$ cat src/rtl/fp_cmp_cond.sv
module fp_cmp_cond #(
  parameter int CR_FIELDS = 8,
  parameter int FX_BIT    = 31,
  parameter int FEX_BIT   = 30,
  parameter int VX_BIT    = 29,
  parameter int SNAN_BIT  = 24,
  parameter int VC_BIT    = 19,
  parameter int CC_LSB    = 12
) (
  input  logic        clk,
  input  logic        rst_n,
  input  logic        in_valid,
  input  logic        ordered,
  input  logic [2:0]  cr_field,
  input  logic [63:0] op_a,
  input  logic [63:0] op_b,
  input  logic [31:0] cond_in,
  input  logic [31:0] stat_in,
  output logic        out_valid,
  output logic [3:0]  code,
  output logic [31:0] cond_out,
  output logic [31:0] stat_out
);
  localparam int CRW = CR_FIELDS * 4;

  logic a_ones, b_ones, a_q, b_q, a_s, b_s;
  logic any_q, any_s, any_nan, both_zero;
  logic [63:0] key_a, key_b;
  logic [3:0]  code_d;
  logic [31:0] flags, stat_d, cr_mask, cond_d;
  logic [7:0]  shift;

  assign a_ones = &op_a[62:52];
  assign b_ones = &op_b[62:52];
  assign a_q = a_ones & op_a[51];
  assign b_q = b_ones & op_b[51];
  assign a_s = a_ones & ~op_a[51] & (|op_a[50:0]);
  assign b_s = b_ones & ~op_b[51] & (|op_b[50:0]);
  assign any_q = a_q | b_q;
  assign any_s = a_s | b_s;
  assign any_nan = any_q | any_s;
  assign both_zero = ~(|op_a[62:0]) & ~(|op_b[62:0]);

  assign key_a = op_a[63] ? ~op_a : {1'b1, op_a[62:0]};
  assign key_b = op_b[63] ? ~op_b : {1'b1, op_b[62:0]};

  always_comb begin
    if (any_nan)                         code_d = 4'b0001;
    else if (both_zero || key_a == key_b) code_d = 4'b0010;
    else if (key_a < key_b)              code_d = 4'b1000;
    else                                 code_d = 4'b0100;
  end

  always_comb begin
    flags = '0;
    if (ordered ? any_nan : any_s) begin
      flags[FX_BIT] = 1'b1;
      flags[VX_BIT] = 1'b1;
    end
    if (any_s) flags[SNAN_BIT] = 1'b1;
    if (ordered && any_nan && (any_q || !stat_in[FEX_BIT])) flags[VC_BIT] = 1'b1;
    stat_d = stat_in | flags;
    stat_d[CC_LSB +: 4] = code_d;
  end

  assign shift   = 8'((CR_FIELDS - 1 - int'(cr_field)) * 4);
  assign cr_mask = 32'(CRW'(4'hF) << shift);
  assign cond_d  = (cond_in & ~cr_mask) | (32'(code_d) << shift);

  always_ff @(posedge clk) begin
    if (!rst_n) begin
      out_valid <= 1'b0;
      code      <= '0;
      cond_out  <= '0;
      stat_out  <= '0;
    end else begin
      out_valid <= in_valid;
      if (in_valid) begin
        code     <= code_d;
        cond_out <= cond_d;
        stat_out <= stat_d;
      end
    end
  end
endmodule

$ cat config.mk
export PLATFORM = sky130hd
export DESIGN_NAME = fp_cmp_cond
export DESIGN_NICKNAME = d
export VERILOG_FILES = /design/src/rtl/fp_cmp_cond.sv
export SDC_FILE = /design/constraint.sdc
export NUM_CORES = 1
export LEC_CHECK = 0
export CAP_MARGIN = 20
export CORE_UTILIZATION = 30
export CTS_CLUSTER_DIAMETER = 200
export DETAILED_ROUTE_END_ITERATION = 12
export PLACE_DENSITY = 0.73
export SYNTH_ARGS = -nofsm -noshare
export SYNTH_HDL_FRONTEND = slang
export SYNTH_SLANG_ARGS = --single-unit
$ cat constraint.sdc
create_clock -name clk -period 6.5 [get_ports clk]
set_clock_uncertainty 0.1 [all_clocks]
set_input_delay 1.3 -clock clk [delete_from_list [all_inputs] [get_ports clk]]
set_output_delay 1.3 -clock clk [all_outputs]
set_load 0.01 [all_outputs]
Word-level counts from Yosys, hierarchy flattened --
Cells that the tools add are included.
Storage, ports and cells: bits in registers 69, input bits 199, output and inout port bits 69, word-level logic and storage cells 49
Cells by class: $add $sub $neg 1, magnitude comparators 1, equal/unequal tests 1, shift-type cells 2, muxes and demuxes 9, bitwise logic cells 20, reductions and logical operators 11
Operator list (count):
- $mux 64 | 2
- $not 64->64 | 2
- $reduce_or 63->1 | 2
- $reduce_or 51->1 | 2
- $eq 64x64->1 | 1
- $lt 64x64->1 | 1
- $or 32x32->32 | 2
- $and 32x32->32 | 1
- $not 32->32 | 1
- $shl 4x8->32 | 1
- $shl 4x8->32 const A | 1
- $reduce_and 11->1 | 2
- $mux 4 | 3
- $and 1x1->1 | 7
- $mux 1 | 4
- $not 1->1 | 4
- $sub 3x3->4 const A | 1
- $or 1x1->1 | 3
- $logic_and 1x1->1 | 2
- $logic_or 1x1->1 | 2
- $logic_not 1->1 | 1

Logic depth before layout (Yosys ltp) --
Gate-level depths: netlist (run 1).
depth in word-level cells 9, mapped depth 12, depth with buffers taken out 9

Worst setup path before layout (run 1) --
OpenSTA, ideal clock, no wires.
kind in2reg, start in op_a[63], end reg cond_out[30], library setup time 0.117 ns, arrival 4.126 ns, required time 6.283 ns, setup slack 2.156 ns, cell stages on the path 12, path buffers 3, cell sequence clkbuf_1 -> buf_1 -> xor2_1 -> ha_1 -> nand4_1 -> nor4_2 -> nand4_1 -> nor3_2 -> nor3b_4 -> nor2b_4 -> buf_6 -> a32o_1
On the way: cells in the longest elaborated chain, start to end 8, elaborated cells between the ends (all ways) 10, classes of those cells order compare: 1; eq/ne: 1; shift: 1; mux: 4; bitwise: 2; reduce/logical: 1
RTL lines:
- from (decl) | RTL line 15 | input logic [63:0] op_a,
- $not 64->64 | RTL line 44 | assign key_a = op_a[63] ? ~op_a : {1'b1, op_a[62:0]};
- $mux 64 (*) | RTL line 44
- $lt 64x64->1 / $eq 64x64->1 (equally long branches) | RTL line 50, 49
- $mux 4 / $logic_or 1x1->1 (equally long branches) | RTL line 50, 49
- $mux 4 (*) | RTL line 49 | else if (both_zero || key_a == key_b) code_d = 4'b0010;
- $mux 4 (*) | RTL line 48 | if (any_nan) code_d = 4'b0001;
- $shl 4x8->32 (*) | RTL line 68 | assign cond_d = (cond_in & ~cr_mask) | (32'(code_d) << shift);
- $or 32x32->32 (*) | RTL line 68
- to (signal assigned) | RTL line 80 | cond_out <= cond_d;
- to (decl) | RTL line 21 | output logic [31:0] cond_out,
Every way passes the cells marked *; elsewhere a longest branch is shown, timed or not. A chain may end at the register's enable or synchronous reset.

Worst setup path after layout (run 1) --
Same ends and word-level chain as after synthesis.

==> qor.txt, run 1 <==
DRT iter0 DRCs: 261
layout cell share with drive strength beyond 1: 3.63%
DRC: 0
Max Clk Rate: 0.213 GHz
Synth top cells by count: dfxtp_1, ha_1, xnor2_1, xor2_1, nand2_1
startpoint type of the worst setup path: input pin
largest net degree at the start of global routing: 93
maxcap violations: 0
final worst slack: 1810 ps
status: finished clean
CTS max path bufs: 2
critical path peak fanout: 64
clock latency on the worst-skew pair: 330 ps
die width: 140 µm
die area: 0.0196 mm²
gr usage total: 18.8%
Synth Register Bits: 65
core region area: 0.0187 mm²
top cells by area, synth: dfxtp_1, ha_1, xnor2_1, xor2_1, mux2i_1
crit path DAT: 4820 ps
met3 global-route usage: 4.10%
clock network fraction of total power: 35.4%
Pleak: 3.42 nW
post-route ant nets: 0
clock net sink count: 65
unrepaired setup endpoints after global routing: false
gr ovfl total: 0
CP Capture Type: flop
Area Growth Syn to Fin: 53.7%
first-pass GRT wire length: 29.3 mm
Post-synth ARST share: 0%
final wirelength: 19.2 mm
Synth top area share: 22.7%
top-count cell post-synth: dfxtp_1
Worst Setup Slack post-DPL: 1500 ps
dpl hpwl: 15.0 mm
sequential share of power: 28.9%
router iterations before antenna repair: 4
cell-internal power: 0.00107 W
final setup violating endpoints: 0
period utilization: 72.1%
Cells after Synth: 671
Nets: 1168
Starting Density: 30.6%
RePlAce Congestion: 0.844
global-route met2 utilization: 32.2%
Worst Path Required: 6630 ps
Clock Pin Slew Worst Setup and Hold Paths: 60 ps
sequential cell area: 0.00130 mm²
Synth Warn #: 0
die height: 140 µm
initial antenna violation count: 0
CTS tree: built
Tmin final: 4690 ps
worst rel slew slack: 26.0%
row cnt: 50
Psw: 0.000450 W
Pins Over Slew Limit: 0
setup bufs post-CTS: 0
post-DR vias/cell: 5.03
Sw Ratio: 29.7%
Top Usage Layer GRT: met2
Post-Syn Area: 0.00573 mm²
CTS resizes: 0
peak supply drop: 0.142 mV
met1 usage: 23.8%
top_reg_cell synth: dfxtp_1
htree depth: 3
Synth cell types: 49
Post-synth EDFFs: 0
antenna cells: 0
most area-hungry cell type in the Yosys netlist: dfxtp_1
layout filler cell count: 1777
hold_buf cts: 0
multi-input logic area: 0.00418 mm²
Hold Vio Cnt, Final: 0
combinational share of power: 35.7%
CTS buffer count: 9
syn_area_per_cell: 8.53 µm²
vias in the first global route: 5644
Seq/Total Area, Yosys: 22.7%
clk root buf: clkbuf_16
worst hold-check path type: reg -> reg
syn_nets: 934
IO buf count: 263
average wire per standard cell: 16.8 µm
setup tns final: 0 ps
CP Class: in -> reg
Power Dens Cells: 172 mW/mm²
via count: 5756
worst slew pin tran: 1110 ps
Ports: 268
[metrics by stage]
stage / utilization (%) / instance area, µm² / std cells / hold WS [ps] / total power [W]
6_report: 47.0 / 8800 / 1144 / 400 / 0.00152
3_3_place_gp: 45.3 / 8470 / 1127 / 390 / 0.000975
4_1_cts: 47.0 / 8790 / 1143 / 410 / 0.00153
2_1_floorplan: - / 5730 / 671 / 398 / 0.000732
5_1_grt: 47.0 / 8800 / 1144 / 439 / 0.00160
3_5_place_dp: 45.3 / 8470 / 1127 / 398 / 0.000985
[cells by family (layout without fill, tap and decap cells)]
kind of cell    count (synthesis)  count (layout)  share of synthesized area (%)
compound gates                121             121                           13.1
xor+xnor                      126             126                           19.3
buf+inv                        59             298                           4.28
fa+ha+maj                      64              64                           14.0
mux                            38              38                           6.64
simple gates                  198             198                           20.0
flops                          65              65                           22.7
[registers in the layout, summed over array words and instances, names as in the netlist]
name / cells
code: 3
out_valid: 1
stat_out: 29
cond_out: 32
[path summary, 6_finish.rpt]
| check | from | to | slack [ps] | cells after the start |
|---|---|---|---|---|
| setup / recovery | op_a[63] | cond_out[30] | 1810 | 10 |
| hold reg to reg | stat_out[15] | stat_out[15] | 400 | 2 |
| hold / removal | stat_out[15] | stat_out[15] | 400 | 2 |
| setup reg to reg | cond_out[22] | cond_out[22] | 5620 | 3 |
[layer usage]
metal | share of wire [%] | up-vias
li1 | - | 2905
met1 | 45 | 2656
met2 | 48 | 172
met3 | 6.2 | 23
met4 | 1.5 | 0
met5 | 0 | -
[worst max-delay path, stage by stage]
cell	delay, ps
buf_4	760
xor2_1	180
ha_1	360
a21oi_1	160
o21ai_0	100
a221oi_1	350
a31oi_1	230
nor4_4	870
nor2b_4	170
a32o_1	310
[power by group through the flow]
stage          Combinational (W)  Clock (W)  Sequential (W)
6_report                0.000541   0.000537        0.000438
5_1_grt                 0.000595   0.000565        0.000441
4_1_cts                 0.000543   0.000548        0.000438
3_5_place_dp            0.000538          0        0.000446
3_3_place_gp            0.000530          0        0.000446
2_1_floorplan           0.000274          0        0.000458
[cells in the final DEF (no fill, tap or decap), types with 3 or more instances in the layout]
master,count
mux2i_1,38
nand4_1,24
nor2b_1,39
clkdlybuf4s50_1,259
a21o_1,4
o221a_2,3
xnor2_1,63
nor3_1,5
nand3_1,21
nand2_1,42
a221oi_1,5
clkbuf_16,9
xor2_1,63
a32o_1,8
and2_1,3
dfxtp_1,65
buf_4,4
a31oi_1,12
nor4_2,3
nand3b_1,3
nor4_1,32
o21ai_0,35
a21oi_1,39
nor2_1,11
inv_1,17
ha_1,64
o22ai_1,6
[cell type report]
| type | count | share of cell area [%] |
|---|---|---|
| clock buffers | 10 | 2.72 |
| clock inverters | 6 | 1.02 |
| inverters | 17 | 0.725 |
| multi-input cells | 547 | 47.5 |
| flip-flops and latches | 65 | 14.8 |
| well taps | 234 | 3.33 |
| repair buffers | 265 | 29.9 |
Note: power is estimated with default switching activity, not from simulation.
==> inputs of run 2 (changes only) <==
- PLACE_DENSITY: 0.73 -> 0.75
- clock period: 6.5 -> 4 ns (I/O delays scaled with it)
==> qor.txt, run 2 (same netlist as run 1, synthesis figures left out) <==
Nets: 1182 (was 1168)
CTS tree: built (unchanged)
DRT iter0 DRCs: 234 (was 261)
crit path DAT: 3930 ps (was 4820 ps)
Pleak: 3.48 nW (was 3.42 nW)
IO buf count: 263 (unchanged)
layout filler cell count: 1751 (was 1777)
clk root buf: clkbuf_16 (unchanged)
clock latency on the worst-skew pair: 340 ps (was 330 ps)
die height: 140 µm (unchanged)
Worst Setup Slack post-DPL: -114 ps (was 1500 ps)
worst hold margin: 416 ps (was 400 ps)
unrepaired setup endpoints after global routing: false (unchanged)
maxcap violations: 0 (unchanged)
Area Growth Syn to Fin: 55.4% (was 53.7%)
die width: 140 µm (unchanged)
Power Total: 0.00236 W (was 0.00152 W)
core region area: 0.0187 mm² (unchanged)
peak supply drop: 0.322 mV (was 0.142 mV)
Power Dens Cells: 265 mW/mm² (was 172 mW/mm²)
final setup violating endpoints: 0 (unchanged)
CP Capture Type: flop (unchanged)
CP max-delay cell: nor4_4 (unchanged)
vias in the first global route: 5740 (was 5644)
setup bufs post-CTS: 0 (unchanged)
average wire per standard cell: 16.4 µm (was 16.8 µm)
Worst Path Required: 4140 ps (was 6630 ps)
via count: 5825 (was 5756)
htree depth: 3 (unchanged)
Largest regs: cond_out x32, stat_out x29, code x3 (unchanged)
Tmin final: 3800 ps
initial antenna violation count: 0 (unchanged)
CP max stage delay: 770 ps (was 870 ps)
Clock Pin Slew Worst Setup and Hold Paths: 60 ps (about the same)
antenna cells: 0 (unchanged)
Pins Over Slew Limit: 0 (unchanged)
hold_buf cts: 0 (unchanged)
gr usage total: 18.8% (about the same)
CP Class: in -> reg (unchanged)
worst rel slew slack: 35.8% (was 26.0%)
Ports: 268 (unchanged)
CTS resizes: 0 (unchanged)
final wirelength: 19.0 mm (was 19.2 mm)
clock net sink count: 65 (unchanged)
router iterations before antenna repair: 5 (was 4)
gr ovfl total: 0 (unchanged)
post-route ant nets: 0 (unchanged)
RePlAce Congestion: 0.914 (was 0.844)
crit-path cells: clkdlybuf4s50_1 > xor2_1 > ha_1 > nand4_1 > nor2_1 > a221oi_1 > a31oi_1 > nor4_4 > nor2b_4 > a32o_1 (was buf_4 > xor2_1 > ha_1 > a21oi_1 > o21ai_0 > a221oi_1 > a31oi_1 > nor4_4 > nor2b_4 > a32o_1)
period utilization: 94.9%
CTS max path bufs: 2 (unchanged)
DRC: 0 (unchanged)
row cnt: 50 (unchanged)
status: finished clean (unchanged)
CTS buffer count: 9 (unchanged)
max reg flops: 32 (unchanged)
delay-heaviest family, CP: simple AND/OR/NAND/NOR gates (was compound AO/OA/AOI/OAI gates)
die area: 0.0196 mm² (unchanged)
largest register by flop count: cond_out (unchanged)
critical path peak fanout: 10 (was 64)
startpoint type of the worst setup path: input pin (unchanged)
layout cell share with drive strength beyond 1: 5.09% (was 3.63%)
Hold Vio Cnt, Final: 0 (unchanged)
dpl hpwl: 15.0 mm (about the same)
post-DR vias/cell: 5.03 (about the same)
Max Clk Rate: 0.263 GHz
worst hold-check path type: reg -> reg (unchanged)
first-pass GRT wire length: 29.5 mm (was 29.3 mm)
largest net degree at the start of global routing: 53 (was 93)
commonest non-fill, non-tap cell in the layout: clkdlybuf4s50_1 (unchanged)
final worst slack: 203 ps (was 1810 ps)
Starting Density: 30.6% (unchanged)
worst slew pin tran: 956 ps (was 1110 ps)
WP buf/inv: 1 (unchanged)
most frequent cells in the layout: clkdlybuf4s50_1, dfxtp_1, ha_1 (unchanged)
[run 2: cell types whose count changed in the layout (fill, tap and decap cells not counted)]
cell / before / now
clkinv_4: 1 / 0
buf_12: 0 / 3
buf_4: 4 / 16
inv_6: 1 / 4
inv_8: 0 / 1
buf_2: 2 / 1
bufinv_16: 2 / 0
clkbuf_8: 1 / 0
[run 2: metrics by stage]
step           instances  area, µm²  setup TNS [ps]  util, %
6_report            1158       8900               0     47.6
4_1_cts             1158       8900               0     47.6
3_5_place_dp        1142       8620            -873     46.1
3_3_place_gp        1142       8620            -696     46.1
5_1_grt             1158       8900               0     47.6
2_1_floorplan        671       5730               0        -
[run 2: final timing paths]
check	depth (start not counted)	slack, ps	endpoint	from
max	10	200	cond_out[30]	op_a[10]
max reg2reg	3	3140	cond_out[30]	cond_out[30]
min reg2reg	2	420	stat_out[0]	stat_out[0]
min	2	420	stat_out[0]	stat_out[0]
[run 2: worst reg2reg max path, stage by stage (launching register included)]
cell	delay [ps]
dfxtp_1	310
inv_1	50
o22ai_1	60
a32o_1	240
[run 2: final cells by class]
class	instances	area, µm²	area share [%]
Clock buffer	9	225	2.53
Clock inverter	7	58.8	0.661
Timing Repair Buffer	279	2780	31.2
Sequential cell	65	1300	14.6
Inverter	17	63.8	0.717
Multi-Input combinational cell	547	4180	47.0
Tap cell	234	293	3.29
[run 2: report_power, final]
group          total, W  internal, W  switching, W  leakage [nW]
combinational  0.000892     0.000489      0.000404          2.80
sequential     0.000713     0.000690     0.0000230         0.538
clock          0.000757     0.000431      0.000326         0.139
[run 2: per-layer routing]
layer	vias to the layer above	part of all wire, %	track usage, %
met5	-	0	0
met4	0	1.9	5.32
met3	25	6.4	4.34
met2	197	47	32.3
met1	2677	45	23.5
li1	2926	-	-
